$ cat src/rtl/flywheel_pkg.sv
package flywheel_pkg;

    typedef enum logic [1:0] {
        TRK_ACQUIRE = 2'd0,
        TRK_LOCKED  = 2'd1,
        TRK_COAST   = 2'd2
    } trk_state_e;

    typedef struct packed {
        logic accept;
        logic wrap;
        logic mid;
    } trk_evt_t;

    // Phase lies near the predicted edge (the wrap point).
    function automatic logic near_wrap(input logic [31:0] ph,
                                       input logic [31:0] span,
                                       input logic [31:0] win);
        return (ph >= span - win) || (ph < win);
    endfunction

    // Phase steps across a mark on this increment.
    function automatic logic crosses(input logic [31:0] ph,
                                     input logic [31:0] inc,
                                     input logic [31:0] mark);
        return (ph < mark) && (ph + inc >= mark);
    endfunction

endpackage

$ cat src/rtl/fw_sync.sv
module fw_sync #(
    parameter int W = 1
) (
    input  logic         clk,
    input  logic         rst,
    input  logic [W-1:0] din,
    output logic [W-1:0] dout
);
    logic [W-1:0] meta;

    always_ff @(posedge clk) begin
        if (rst) begin
            meta <= '0;
            dout <= '0;
        end else begin
            meta <= din;
            dout <= meta;
        end
    end
endmodule

$ cat src/rtl/fw_deglitch.sv
module fw_deglitch #(
    parameter int MIN_PULSE = 2
) (
    input  logic clk,
    input  logic rst,
    input  logic din,
    output logic rise
);
    localparam int CW = (MIN_PULSE > 1) ? $clog2(MIN_PULSE) : 1;

    logic          lvl;
    logic          lvl_d;
    logic [CW-1:0] run;

    always_ff @(posedge clk) begin
        if (rst) begin
            lvl   <= 1'b0;
            lvl_d <= 1'b0;
            run   <= '0;
        end else begin
            lvl_d <= lvl;
            if (din != lvl) begin
                if (run == CW'(MIN_PULSE - 1)) begin
                    lvl <= din;
                    run <= '0;
                end else begin
                    run <= run + 1'b1;
                end
            end else begin
                run <= '0;
            end
        end
    end

    assign rise = lvl & ~lvl_d;
endmodule

$ cat src/rtl/fw_tracker.sv
module fw_tracker
    import flywheel_pkg::*;
#(
    parameter int PHASE_W   = 16,
    parameter int PHASE_INC = 6894,
    parameter int WIN       = 16384,
    parameter int HOLD      = 16
) (
    input  logic       clk,
    input  logic       rst,
    input  logic       rise_in,
    output trk_state_e state,
    output logic       mid_evt
);
    localparam logic [31:0] SPAN  = 32'(1) << PHASE_W;
    localparam logic [31:0] HALF  = SPAN >> 1;
    localparam logic [31:0] INC32 = 32'(PHASE_INC);
    localparam logic [31:0] WIN32 = 32'(WIN);
    localparam int          MW    = $clog2(HOLD + 1);

    logic [PHASE_W-1:0] phase;
    logic [MW-1:0]      miss;
    logic [31:0]        ph32;
    trk_evt_t           ev;

    assign ph32 = 32'(phase);

    always_comb begin
        ev.accept = rise_in && ((state != TRK_LOCKED) || near_wrap(ph32, SPAN, WIN32));
        ev.wrap   = (ph32 + INC32) >= SPAN;
        ev.mid    = crosses(ph32, INC32, HALF);
    end

    assign mid_evt = ev.mid && !ev.accept && (state != TRK_ACQUIRE);

    always_ff @(posedge clk) begin
        if (rst) begin
            phase <= '0;
            miss  <= '0;
            state <= TRK_ACQUIRE;
        end else if (ev.accept) begin
            phase <= '0;
            miss  <= '0;
            state <= TRK_LOCKED;
        end else begin
            phase <= phase + PHASE_W'(PHASE_INC);
            if (ev.wrap) begin
                if (miss == MW'(HOLD)) begin
                    if (state == TRK_LOCKED) state <= TRK_COAST;
                end else begin
                    miss <= miss + 1'b1;
                end
            end
        end
    end
endmodule

$ cat src/rtl/pixel_flywheel.sv
module pixel_flywheel
    import flywheel_pkg::*;
#(
    parameter int DATA_W       = 10,
    parameter int PHASE_W      = 16,
    parameter int PHASE_INC    = 6894,
    parameter int WIN          = 16384,
    parameter int MIN_PULSE    = 2,
    parameter int HOLD_PERIODS = 16
) (
    input  logic              clk,
    input  logic              rst,
    input  logic              pclk_raw,
    input  logic [DATA_W-1:0] pdata_raw,
    output logic              pix_stb,
    output logic [DATA_W-1:0] pix_data,
    output logic              locked,
    output logic              holdover
);
    localparam int SW = DATA_W + 1;

    logic [SW-1:0] synced;
    logic          rise;
    logic          mid;
    trk_state_e    st;

    fw_sync #(.W(SW)) u_sync (
        .clk  (clk),
        .rst  (rst),
        .din  ({pclk_raw, pdata_raw}),
        .dout (synced)
    );

    fw_deglitch #(.MIN_PULSE(MIN_PULSE)) u_deglitch (
        .clk  (clk),
        .rst  (rst),
        .din  (synced[SW-1]),
        .rise (rise)
    );

    fw_tracker #(
        .PHASE_W   (PHASE_W),
        .PHASE_INC (PHASE_INC),
        .WIN       (WIN),
        .HOLD      (HOLD_PERIODS)
    ) u_tracker (
        .clk     (clk),
        .rst     (rst),
        .rise_in (rise),
        .state   (st),
        .mid_evt (mid)
    );

    always_ff @(posedge clk) begin
        if (rst) begin
            pix_stb  <= 1'b0;
            pix_data <= '0;
        end else begin
            pix_stb <= mid;
            if (mid) pix_data <= synced[DATA_W-1:0];
        end
    end

    assign locked   = (st == TRK_LOCKED);
    assign holdover = (st == TRK_COAST);
endmodule

$ cat config.mk
export PLATFORM = sky130hd
export DESIGN_NAME = pixel_flywheel
export DESIGN_NICKNAME = d
export VERILOG_FILES = /design/src/rtl/flywheel_pkg.sv /design/src/rtl/fw_sync.sv /design/src/rtl/fw_deglitch.sv /design/src/rtl/fw_tracker.sv /design/src/rtl/pixel_flywheel.sv
export SDC_FILE = /design/constraint.sdc
export NUM_CORES = 1
export LEC_CHECK = 0
export CAP_MARGIN = 0
export CORE_MARGIN = 4
export CORE_UTILIZATION = 35
export CTS_BUF_LIST = sky130_fd_sc_hd__clkbuf_8
export CTS_CLUSTER_SIZE = 28
export DETAILED_ROUTE_END_ITERATION = 16
export DONT_BUFFER_PORTS = 1
export GPL_TIMING_DRIVEN = 0
export PLACE_DENSITY_LB_ADDON = 0.12
export SLEW_MARGIN = 20
export SYNTH_ARGS = -nofsm -noshare
export SYNTH_HDL_FRONTEND = slang
export SYNTH_SLANG_ARGS = --single-unit
$ cat constraint.sdc
create_clock -name clk -period 2.05 [get_ports clk]
set_clock_uncertainty 0.15 [all_clocks]
set_input_delay 0.41 -clock clk [delete_from_list [all_inputs] [get_ports clk]]
set_output_delay 0.41 -clock clk [all_outputs]
set_load 0.005 [all_outputs]
==> results by group, run 1 <==
Outcome
  • Run status: complete, no violations

Drt
  • Vias per cell: 4.631
  • DRT Pass-1 Iters: 4
  • Initial DRC Count: 61
  • Vias: between 1000 and 1500
  • WL final: about 3900 um
  • DRC violation count after routing: 0
  • Wirelength per Cell: 12.18 um
  • Residual antenna-violating net count after detailed routing: 0

Die
  • Core outline area: roughly 0.006 mm2
  • Core Rows: 28
  • Die Height: between 80 and 90 um
  • Initial Utilization: 0.3645
  • Die footprint: approximately 0.0076 mm2
  • I/O pin count: 26
  • Die Width: 86.98 um

Critical path
  • Cell depth of the worst flop-to-flop path: 6
  • Maximum net fanout on the critical path: 10
  • WP data arrival: 2.06 ns
  • Type of origin of the critical path: flop
  • Crit path kind: reg -> reg
  • Critical Path RT: between 2 and 2.5 ns
  • Nature of the critical path endpoint: flop

Synthesis
  • Mean instance size in the synthesized netlist: 9.791 um2
  • Post-synthesis register bit count: between 50 and 60
  • Cell count after synthesis: 223
  • Portion of the post-synthesis area used by sequential elements: 0.5318
  • Number of warnings printed during yosys synthesis: 0
  • Fraction of registers with async set/reset: 0
  • Count of distinct cell types in the synthesized netlist: 37
  • Dominant register cell in the synthesized netlist: sky130_fd_sc_hd__dfxtp_1
  • Number of flops mapped to enable cells by yosys: 0
  • Post-synth design cell area: ~0.0022 mm2
  • Net count after synthesis: 240

Clock tree
  • # H-tree levels: 3
  • CTS Buffer Depth: 2
  • Clock root buffer: sky130_fd_sc_hd__clkbuf_8
  • Reg clk slew, reported paths: 0.06 ns
  • Sinks on Clock Net: 58
  • TritonCTS clock tree: done
  • Number of clock buffers inserted by TritonCTS: 9
  • Latest clock arrival within the worst-skew pair: 0.33 ns

Timing
  • Least-Margin Pin Slew: 0.4814 ns
  • Fin crit share: 0.9671
  • Final critical path time including I/O delays and setup: 1.983 ns
  • Final setup fails: 0
  • Count of pins over their slew limit: 0
  • Count of final hold-check violations: 0
  • Tightest slew margin relative to the limit: 0.6744
  • Setup TNS: 0 ns
  • Achievable Freq: 504.4 MHz
  • RSZ-0062 raised after global routing: no
  • Post-route worst setup slack: 0.06742 ns

Pwr
  • Leakage power: 0.0009612 uW
  • Post-layout total power: 2915 uW
  • Maximum resistive drop on vdd: 0.5182 mV
  • Power density relative to cell area: about 1100 mW/mm2

Global routing
  • All-Layer GR Usage: 0.1179
  • Largest net degree at the start of global routing: 11
  • Antenna violations before repair: 0
  • Global-route track usage on met3: 0.07947
  • First-pass GRT wire length: 6561 um
  • Final global-route overflow total: 0
  • Routing layer with the top usage in global route: met2
  • Via count of the first global-routing pass: 1380
  • Met2 Use GR: 0.1684
  • Grt met1 use: 0.1382

Placement
  • Number of port buffers: 0
  • Post-Place Worst Slack: -0.08301 ns
  • Final weighted congestion in routability-driven placement: 0.7201
  • Detailed placement HPWL: 2582 um

Worst hold path
  • Type of the tightest min-delay check: in -> reg
  • Worst hold path depth: 1

Layout
  • Nets@finish: 255
  • Fraction of final layout cells with drive strength greater than 1: 0.1570
  • Diode count: 0
  • Syn-to-layout area delta: 17.71%

Flow run
  • Max-capacitance violation count: 0
[timing repair]
action | 4_1_cts | 5_1_grt
setup buffers | 1 | 3
gates resized for setup | 8 | 7
hold endpoints to repair | 5 | 0
setup endpoints to repair | 21 | 31
hold buffers | 1 | 0
pin swaps | 5 | 6
[per-stage QoR]
stage / util / instances / hold slack (ns) / area, um2
6_report: 0.4290 / 317 / 0.05141 / 2570
5_1_grt: 0.4290 / 317 / 0.02156 / 2570
4_1_cts: 0.4217 / 314 / 0.03362 / 2526
3_5_place_dp: 0.3801 / 298 / 0.2726 / 2277
3_3_place_gp: 0.3801 / 298 / 0.2698 / 2277
2_1_floorplan: - / 223 / 0.2638 / 2183
[Yosys cell counts, drive strengths merged, types with 3 or more instances]
library cell / number / area (um2)
nor2: 25 / 96.35
xnor2: 8 / 70.07
nand2: 21 / 78.83
nand4: 3 / 18.77
nor2b: 26 / 162.7
o21ai: 6 / 30.02
dfxtp: 58 / 1161
ha: 4 / 50.05
inv: 7 / 26.28
a21oi: 7 / 35.03
a211oi: 3 / 27.52
mux2i: 12 / 120.1
clkbuf: 7 / 26.28
nand2b: 5 / 31.28
nor3: 6 / 30.03
[cell type report]
cell class	count	area [um2]
Timing Repair Buffer	5	40.04
Fill cell	590	3421
Clock buffer	12	165.2
Multi-Input combinational cell	150	1002
Inverter	7	26.28
Tap cell	75	93.84
Buffer	7	40.04
Clock inverter	3	38.79
Sequential cell	58	1164
[worst max-delay path, stage by stage, from the launching register on]
cell and delay, ns:
sky130_fd_sc_hd__dfxtp_2 0.34, sky130_fd_sc_hd__or3_4 0.42, sky130_fd_sc_hd__a211oi_4 0.24, sky130_fd_sc_hd__o21bai_2 0.14, sky130_fd_sc_hd__a32o_2 0.28, sky130_fd_sc_hd__buf_8 0.16
sky130_fd_sc_hd__and2_1 0.15
[worst paths after layout]
path | start | to | slack (ns)
worst min-delay path | pdata_raw[7] | u_sync.meta[7] | 0.05
worst min register to register | u_sync.meta[5] | u_sync.dout[5] | 0.28
worst max-delay path | u_tracker.phase[5] | pix_stb | 0.07
worst max register to register | u_tracker.phase[5] | pix_stb | 0.07
[cell families (layout without fill, tap and decap cells)]
group                      after synthesis  count (layout)  synth area share
and+or+nand+nor                         99              99            0.2441
DFF                                     58              58            0.5318
AOI/OAI and AO/OA                       25              25           0.07679
buffers and inverters                   15              34           0.02923
muxes                                   12              12           0.05502
xor gates and xnor gates                10              10           0.04012
adders and majority gates                4               4           0.02292
[flip-flops by register name, summed over array words and instances, names as in the netlist]
signal	flops
pix_data	10
pix_stb	1
u_deglitch.lvl	1
u_deglitch.lvl_d	1
u_deglitch.run	1
u_sync.dout	11
u_sync.meta	11
u_tracker.miss	5
u_tracker.phase	15
u_tracker.state	2
[routing by layer]
| metal | vias to the layer above | wire [um] |
|---|---|---|
| li1 | 770 | - |
| met4 | 0 | 34 |
| met3 | 5 | 247 |
| met1 | 666 | 1806 |
| met5 | - | 0 |
| met2 | 27 | 1772 |
[where the power goes]
part / total (uW) / internal [uW] / switching (uW) / leakage (uW)
clock: 1070 / 647 / 422 / 0.000110
combinational: 499 / 249 / 251 / 0.000375
sequential: 1350 / 1240 / 110 / 0.000476
[placed cells by master, fill, tap and decap left out, types with 3 or more instances in the layout]
cell / count
sky130_fd_sc_hd__dfxtp_1: 56
sky130_fd_sc_hd__nand4_1: 3
sky130_fd_sc_hd__clkbuf_8: 12
sky130_fd_sc_hd__o21ai_0: 4
sky130_fd_sc_hd__xnor2_1: 8
sky130_fd_sc_hd__nor2b_1: 26
sky130_fd_sc_hd__ha_1: 4
sky130_fd_sc_hd__nand2_1: 21
sky130_fd_sc_hd__buf_4: 4
sky130_fd_sc_hd__mux2i_1: 12
sky130_fd_sc_hd__nor2_1: 24
sky130_fd_sc_hd__nand2b_1: 4
sky130_fd_sc_hd__nor3_1: 6
sky130_fd_sc_hd__inv_1: 8
sky130_fd_sc_hd__a21oi_1: 7
sky130_fd_sc_hd__clkbuf_1: 4
Power figures use the tool's default switching activity.
==> run 2, diff against run 1 <==
--- a/config.mk
+++ b/config.mk
@@ -5,6 +5,7 @@
 export SDC_FILE = /design/constraint.sdc
 export NUM_CORES = 1
 export LEC_CHECK = 0
+export ABC_AREA = 1
 export CAP_MARGIN = 0
 export CORE_MARGIN = 4
 export CORE_UTILIZATION = 35
==> run 2 against run 1 <==
Hold slack worse by 0.025 ns. Global-route usage is 0.36 points lower. Worst setup slack better by 0.22 ns. Critical path depth is 7 higher. Flip-flop and latch count unchanged. Via count increased by 21%. Synthesized area up 11%. Die area is 10% higher. Count of clock-buffer cells in the layout fell by 3. Synthesized cell count increased by 42%. First-iteration DRC count shrank 20%. Critical endpoint is now pix_data[3]. Largest power group unchanged. Sequential share of layout area decreased by 4.3 points.
==> results by group, run 2 <==
Synthesis
  • Count of distinct cell types in the synthesized netlist: 28 (-24%)
  • Post-synth design cell area: 0.002426 mm2 (+11%)
  • Post-synthesis register bit count: 58 (unchanged)
  • Share of the synthesized area in the top cell type: 0.4786 (-0.05321)
  • Cell count after synthesis: 317 (+42%)
  • Most frequently used cell type in the post-synthesis netlist: sky130_fd_sc_hd__dfxtp_1
  • Largest area contributor in the synthesized netlist: sky130_fd_sc_hd__dfxtp_1
  • Mean instance size in the synthesized netlist: 7.653 um2 (-22%)
  • Top post-synthesis cells by count: sky130_fd_sc_hd__dfxtp_1, sky130_fd_sc_hd__nand2_1, sky130_fd_sc_hd__inv_1
  • Number of warnings printed during yosys synthesis: 0 (unchanged)
  • Net count after synthesis: 334 (+39%)
  • Number of flops mapped to enable cells by yosys: 0 (unchanged)
  • Fraction of registers with async set/reset: 0 (unchanged)
  • Dominant register cell in the synthesized netlist: sky130_fd_sc_hd__dfxtp_1
  • Portion of the post-synthesis area used by sequential elements: 0.4786 (-0.05321)
  • Cells taking the most area after synthesis: sky130_fd_sc_hd__dfxtp_1, sky130_fd_sc_hd__nand2_1, sky130_fd_sc_hd__inv_1

Global routing
  • Via count of the first global-routing pass: 1646 (+19%)
  • All-Layer GR Usage: 0.1143 (-0.003594)
  • Final global-route overflow total: 0 (unchanged)
  • Antenna violations before repair: 0 (unchanged)
  • First-pass GRT wire length: 7452 um (+14%)
  • Largest net degree at the start of global routing: 13 (+2)

Critical path
  • Maximum net fanout on the critical path: 10 (unchanged)
  • Longest individual stage delay on the worst path: 0.34 ns (-0.08 ns)
  • Cells along the critical path: inv_2, ha_1, nand2_1, nand2_1, nand3_1, nand2_2, nand2_2, nand2_2, nand3_4, buf_6, nand3_1, nand2_1, nor2_1
  • WP data arrival: 1.84 ns (-0.22 ns)
  • Standard cell with the maximum stage delay on the critical path: sky130_fd_sc_hd__dfxtp_1
  • Type of origin of the critical path: flop
  • Crit path kind: reg -> reg
  • Buffering stage count on the worst path with inverters included: 2 (+1)
  • Nature of the critical path endpoint: flop
  • Critical Path RT: 2.13 ns (about the same)
  • Cell family with the largest share of critical-path delay: simple AND/OR/NAND/NOR gates

Layout
  • Highest-count cells in the layout ignoring fill and taps: sky130_fd_sc_hd__dfxtp_1, sky130_fd_sc_hd__nand2_1, sky130_fd_sc_hd__inv_1, sky130_fd_sc_hd__nor2_1, sky130_fd_sc_hd__nand3_1
  • Syn-to-layout area delta: 16.76%
  • Diode count: 0 (unchanged)
  • Fraction of final layout cells with drive strength greater than 1: 0.1906 (+0.03359)
  • Number of non-filler instances in the completed layout: 421 (+33%)
  • Max reg flops: 15 (unchanged)
  • Top Registers: u_tracker.phase (15), u_sync.dout (11), u_sync.meta (11)
  • Nets@finish: 353 (+38%)
  • Register bank with the most flops: u_tracker.phase
  • Final core utilization: 0.4193 (-0.009730)
  • Most common cell after layout, fill and taps aside: sky130_fd_sc_hd__dfxtp_1

Drt
  • Met2 Wirelength: 1831 um (+3.3%)
  • Initial DRC Count: 49 (-20%)
  • Residual antenna-violating net count after detailed routing: 0 (unchanged)
  • Met1 Wirelength: 2186 um (+21%)
  • Topmost layer with routed signal wires: met4
  • Vias: 1771 (+21%)
  • Wirelength per Cell: 10.01 um (-18%)
  • Vias per cell: 4.207 (-9.2%)
  • WL final: 4215 um (+9.2%)
  • DRC violation count after routing: 0 (unchanged)
  • Met3 routed wirelength: 145 um (-41%)
  • DRT Pass-1 Iters: 4 (unchanged)

Timing
  • Setup TNS: 0 ns (unchanged)
  • RSZ-0062 raised after global routing: no
  • Count of pins over their slew limit: 0 (unchanged)
  • Tightest slew margin relative to the limit: 0.6868 (+0.01236)
  • Final critical path time including I/O delays and setup: 1.763 ns (-0.2194 ns)
  • Count of final hold-check violations: 0 (unchanged)
  • Worst Hold Margin: 0.02667 ns (-0.02475 ns)
  • Final setup fails: 0 (unchanged)
  • Achievable Freq: 567.2 MHz (+12%)
  • Fin crit share: 0.8601 (-0.1070)
  • Least-Margin Pin Slew: 0.4698 ns (-0.01163 ns)

Pwr
  • Switching power share of the total: 0.2909 (+0.02221)
  • Seq pwr share: 0.447 (-0.015)
  • Internal power of the cells: 2101 uW (-1.4%)
  • Power density relative to cell area: 1046 mW/mm2 (-7.8%)
  • Share of total power in the clock network: 0.394 (+0.027)
  • Leakage power: 0.001256 uW (+31%)
  • Maximum resistive drop on vdd: 0.5129 mV (-1.0%)
  • Net switching component of the power: 862.0 uW (+10%)
  • Power share of the combinational group: 0.158 (-0.013)
  • Post-layout total power: 2963 uW (+1.7%)

Clock tree
  • Sinks on Clock Net: 58 (unchanged)
  • Number of hold buffers added after cts: 8 (+7)
  • Reg clk slew, reported paths: 0.07 ns (about the same)
  • # H-tree levels: 3 (unchanged)
  • TritonCTS clock tree: done
  • Number of clock buffers inserted by TritonCTS: 9 (unchanged)
  • Latest clock arrival within the worst-skew pair: 0.33 ns (about the same)
  • CTS Buffer Depth: 2 (unchanged)
  • Count of buffers added by post-CTS timing repair for setup: 0 (-1)
  • Clock root buffer: sky130_fd_sc_hd__clkbuf_8
  • Number of resized instances in the post-cts repair step: 0 (-8)

Outcome
  • Run status: complete, no violations

Die
  • Die Width: 91.26 um (+4.9%)
  • Die footprint: 0.008327 mm2 (+10%)
  • Initial Utilization: 0.3591 (-0.005379)
  • Core outline area: 0.006756 mm2 (+13%)
  • Die Height: 91.26 um (+4.9%)
  • Core Rows: 30 (+7.1%)
  • I/O pin count: 26 (unchanged)

Flow run
  • Max-capacitance violation count: 0 (unchanged)

Worst hold path
  • Type of the tightest min-delay check: in -> reg

Placement
  • Number of port buffers: 0 (unchanged)
  • Detailed placement HPWL: 3145 um (+22%)
  • Final weighted congestion in routability-driven placement: 0.6894 (-4.3%)
  • Number of placed instances with taps included: 397 (+33%)
==> run 2: cell types whose count changed after synthesis, sizes merged, moves of 5 or more <==
cell	previous run	this run
nor2b	26	0
a21oi	7	30
nand2b	5	0
inv	7	60
nor3	6	1
buf	1	8
mux2i	12	0
clkbuf	7	1
xnor2	8	2
nand2	21	62
nand3	0	27
nor2	25	52
==> run 2: power by group through the flow <==
stage	combinational (uW)	clock [uW]	sequential [uW]
2_1_floorplan	389	0	1330
3_3_place_gp	461	0	1350
3_5_place_dp	463	0	1350
4_1_cts	477	1220	1330
5_1_grt	548	1270	1340
6_report	469	1170	1330
==> run 2: logic make-up after synthesis <==
family | after synthesis | synth area share
buffers and inverters | 69 | 0.1171
adders and majority gates | 4 | 0.02063
DFF | 58 | 0.4786
AOI/OAI and AO/OA | 36 | 0.09180
xor gates and xnor gates | 5 | 0.01805
and+or+nand+nor | 145 | 0.2739
==> run 2: final cells by class <==
class	instances	area [um2]
Sequential cell	58	1161
Buffer	9	58.81
Timing Repair Buffer	8	80.08
Fill cell	682	3924
Clock buffer	9	123.9
Clock inverter	7	102.6
Inverter	60	225.2
Tap cell	80	100.1
Multi-Input combinational cell	190	980.9
==> run 2: worst register-to-register path, stage by stage (launching register included) <==
cell and delay (ns):
sky130_fd_sc_hd__dfxtp_1 0.34, sky130_fd_sc_hd__inv_2 0.04, sky130_fd_sc_hd__ha_1 0.20, sky130_fd_sc_hd__nand2_1 0.09, sky130_fd_sc_hd__nand2_1 0.10, sky130_fd_sc_hd__nand3_1 0.13
sky130_fd_sc_hd__nand2_2 0.09, sky130_fd_sc_hd__nand2_2 0.06, sky130_fd_sc_hd__nand2_2 0.06, sky130_fd_sc_hd__nand3_4 0.08, sky130_fd_sc_hd__buf_6 0.14, sky130_fd_sc_hd__nand3_1 0.07
sky130_fd_sc_hd__nand2_1 0.08, sky130_fd_sc_hd__nor2_1 0.04
==> run 2: stage by stage <==
step / setup WS [ns] / area, um2
2_1_floorplan: 0.4463 / 2426
4_1_cts: 0.2624 / 2833
3_3_place_gp: 0.2663 / 2526
6_report: 0.2868 / 2833
3_5_place_dp: 0.2705 / 2526
5_1_grt: 0.1456 / 2833
==> run 2: metal layers <==
layer,global-route usage,up-vias
met4,0.04899,0
met5,0,-
met1,0.1451,742
met3,0.05468,4
li1,-,1004
met2,0.1643,21
==> run 2: worst paths after layout <==
kind | start | to | slack, ns | depth (start not counted)
min reg2reg | u_sync.meta[7] | u_sync.dout[7] | 0.25 | 2
max reg2reg | u_tracker.phase[1] | pix_data[3] | 0.29 | 13
max | u_tracker.phase[1] | pix_data[3] | 0.29 | 13
min | pclk_raw | u_sync.meta[10] | 0.03 | 2
==> run 3, diff against run 2 <==
--- a/config.mk
+++ b/config.mk
@@ -8,7 +8,7 @@
 export ABC_AREA = 1
 export CAP_MARGIN = 0
 export CORE_MARGIN = 4
-export CORE_UTILIZATION = 35
+export CORE_UTILIZATION = 45
 export CTS_BUF_LIST = sky130_fd_sc_hd__clkbuf_8
 export CTS_CLUSTER_SIZE = 28
 export DETAILED_ROUTE_END_ITERATION = 16
==> run 3 against run 2 <==
Die area fell by 20%. Via count shrank 0.73%. Sequential power about the same. Wire length down 2.6%. Hold slack better by 0.0019 ns. Final area decreased by 4.5%. Combinational power shrank 2%. Power down 5.5%. First-iteration DRC count is 69% higher. Largest power group unchanged.
==> results by group, run 3 (same netlist as run 2, synthesis figures left out) <==
Outcome
  • Run status: complete, no violations

Critical path
  • Type of origin of the critical path: flop
  • Register-to-register setup slack: 0.28 ns (about the same)
  • FF-to-FF Start: u_tracker.phase[15]
  • Critical Path RT: 2.12 ns (about the same)
  • Nature of the critical path endpoint: flop
  • Maximum net fanout on the critical path: 10 (unchanged)
  • WP data arrival: 1.84 ns (about the same)
  • Crit path kind: reg -> reg
  • Reg-to-Reg End: u_tracker.phase[12]
  • Cell depth of the worst flop-to-flop path: 8 (-5)

Pwr
  • Leakage power: 0.001208 uW (-3.8%)
  • Power density relative to cell area: 1034 mW/mm2 (-1.1%)
  • Maximum resistive drop on vdd: 0.4440 mV (-13%)

Clock tree
  • Reg clk slew, reported paths: 0.07 ns (about the same)
  • Number of resized instances in the post-cts repair step: 0 (unchanged)
  • Number of clock buffers inserted by TritonCTS: 9 (unchanged)
  • Count of buffers added by post-CTS timing repair for setup: 0 (unchanged)
  • CTS Buffer Depth: 2 (unchanged)
  • Sinks on Clock Net: 58 (unchanged)
  • # H-tree levels: 3 (unchanged)
  • Clock root buffer: sky130_fd_sc_hd__clkbuf_8
  • TritonCTS clock tree: done
  • Latest clock arrival within the worst-skew pair: 0.33 ns (about the same)
  • Number of hold buffers added after cts: 0 (-8)

Timing
  • Final critical path time including I/O delays and setup: 1.772 ns (+0.009217 ns)
  • Achievable Freq: 564.2 MHz (-0.52%)
  • Count of final hold-check violations: 0 (unchanged)
  • RSZ-0062 raised after global routing: no
  • Final setup fails: 0 (unchanged)
  • Count of pins over their slew limit: 0 (unchanged)
  • Fin crit share: 0.8646 (+0.004496)
  • Least-Margin Pin Slew: 0.4582 ns (-0.01162 ns)
  • Tightest slew margin relative to the limit: 0.6946 (+0.007749)
  • Setup TNS: 0 ns (unchanged)

Layout
  • Syn-to-layout area delta: 11.55%
  • Top Registers: u_tracker.phase (15), u_sync.dout (11), u_sync.meta (11)
  • Fraction of final layout cells with drive strength greater than 1: 0.1952 (+0.004579)
  • Highest-count cells in the layout ignoring fill and taps: sky130_fd_sc_hd__dfxtp_1, sky130_fd_sc_hd__nand2_1, sky130_fd_sc_hd__inv_1, sky130_fd_sc_hd__nor2_1, sky130_fd_sc_hd__nand3_1
  • Max reg flops: 15 (unchanged)
  • Layout filler cell count: 521 (-24%)
  • Diode count: 0 (unchanged)
  • Most common cell after layout, fill and taps aside: sky130_fd_sc_hd__dfxtp_1
  • Final core utilization: 0.5232 (+0.1040)
  • Nets@finish: 345 (-2.3%)
  • Register bank with the most flops: u_tracker.phase

Global routing
  • Antenna violations before repair: 0 (unchanged)
  • All-Layer GR Usage: 0.1429 (+0.02854)
  • First-pass GRT wire length: 7196 um (-3.4%)
  • Final global-route overflow total: 0 (unchanged)
  • Via count of the first global-routing pass: 1663 (+1.0%)
  • Largest net degree at the start of global routing: 12 (-1)

Die
  • I/O pin count: 26 (unchanged)
  • Die footprint: 0.006630 mm2 (-20%)
  • Core outline area: 0.005172 mm2 (-23%)
  • Initial Utilization: 0.4690 (+0.1100)
  • Die Height: 81.43 um (-11%)
  • Die Width: 81.43 um (-11%)
  • Core Rows: 26 (-13%)

Drt
  • Vias per cell: 4.362 (+3.7%)
  • Residual antenna-violating net count after detailed routing: 0 (unchanged)
  • Initial DRC Count: 83 (+69%)
  • Vias: 1758 (-0.73%)
  • WL final: 4104 um (-2.6%)
  • DRC violation count after routing: 0 (unchanged)
  • Wirelength per Cell: 10.18 um (+1.7%)
  • DRT Pass-1 Iters: 4 (unchanged)

Placement
  • Detailed placement HPWL: 3091 um (-1.7%)
  • Final weighted congestion in routability-driven placement: 0.8068 (+17%)
  • Number of port buffers: 0 (unchanged)

Flow run
  • Max-capacitance violation count: 0 (unchanged)

Worst hold path
  • Type of the tightest min-delay check: in -> reg
  • Worst min-delay path endpoint: u_sync.meta[7]
  • Worst hold path depth: 2 (unchanged)
  • Worst hold path startpoint: pdata_raw[7]
run 3: cell count changes in the layout (fill, tap and decap cells not counted):
cell,before,now
sky130_fd_sc_hd__clkinv_2,0,3
sky130_fd_sc_hd__clkinv_4,3,0
sky130_fd_sc_hd__bufinv_16,2,1
sky130_fd_sc_hd__dlygate4sd3_1,8,0
sky130_fd_sc_hd__clkinvlp_4,1,2
run 3: worst max-delay path by stage:
stage	from	end	depth (start not counted)
3_5_place_dp	u_tracker.phase[15]	u_tracker.phase[2]	8
4_1_cts	u_tracker.phase[15]	u_tracker.phase[2]	8
3_3_place_gp	u_tracker.phase[15]	u_tracker.phase[13]	8
5_1_grt	u_tracker.phase[1]	pix_data[2]	12
2_1_floorplan	u_tracker.phase[1]	pix_data[1]	11
6_report	u_tracker.phase[15]	u_tracker.phase[12]	8
run 3: report_power, final:
group	switching (uW)	leakage [uW]	total, uW	internal, uW
logic	289	0.000636	458	170
registers	99.8	0.000476	1330	1230
clock network	456	0.0000954	1010	558
run 3: cell type report:
class	instances	area, um2	area share
flip-flops and latches	58	1161	0.4290
multi-input cells	190	980.9	0.3625
inverters	60	225.2	0.08322
clock buffers	9	123.9	0.04577
well taps	70	87.58	0.03236
clock inverters	7	68.82	0.02543
plain buffers	9	58.81	0.02173
run 3: critical path, cell delays in order (launching register included):
cell                      delay, ns
sky130_fd_sc_hd__dfxtp_1       0.40
sky130_fd_sc_hd__ha_1          0.25
sky130_fd_sc_hd__nand2_1       0.07
sky130_fd_sc_hd__nand3_1       0.08
sky130_fd_sc_hd__inv_1         0.14
sky130_fd_sc_hd__nor2_4        0.06
sky130_fd_sc_hd__inv_2         0.18
sky130_fd_sc_hd__buf_2         0.26
sky130_fd_sc_hd__a21oi_1       0.07
run 3: per-stage QoR:
stage,hold WS [ns],cells,power [uW],worst slack (ns),instance area [um2]
6_report,0.02853,403,2800,0.2776,2706
5_1_grt,0.01086,403,2975,0.1149,2706
4_1_cts,0.01104,403,2843,0.2317,2706
3_5_place_dp,0.2442,387,1816,0.2463,2514
3_3_place_gp,0.2395,387,1804,0.2689,2514
2_1_floorplan,0.2383,317,1721,0.4463,2426
run 3: metal layers:
metal  GRT usage  share of wire
met2      0.2166           0.44
met4     0.08615          0.017
met1      0.1762           0.51
met5           0              0
met3     0.04605          0.035
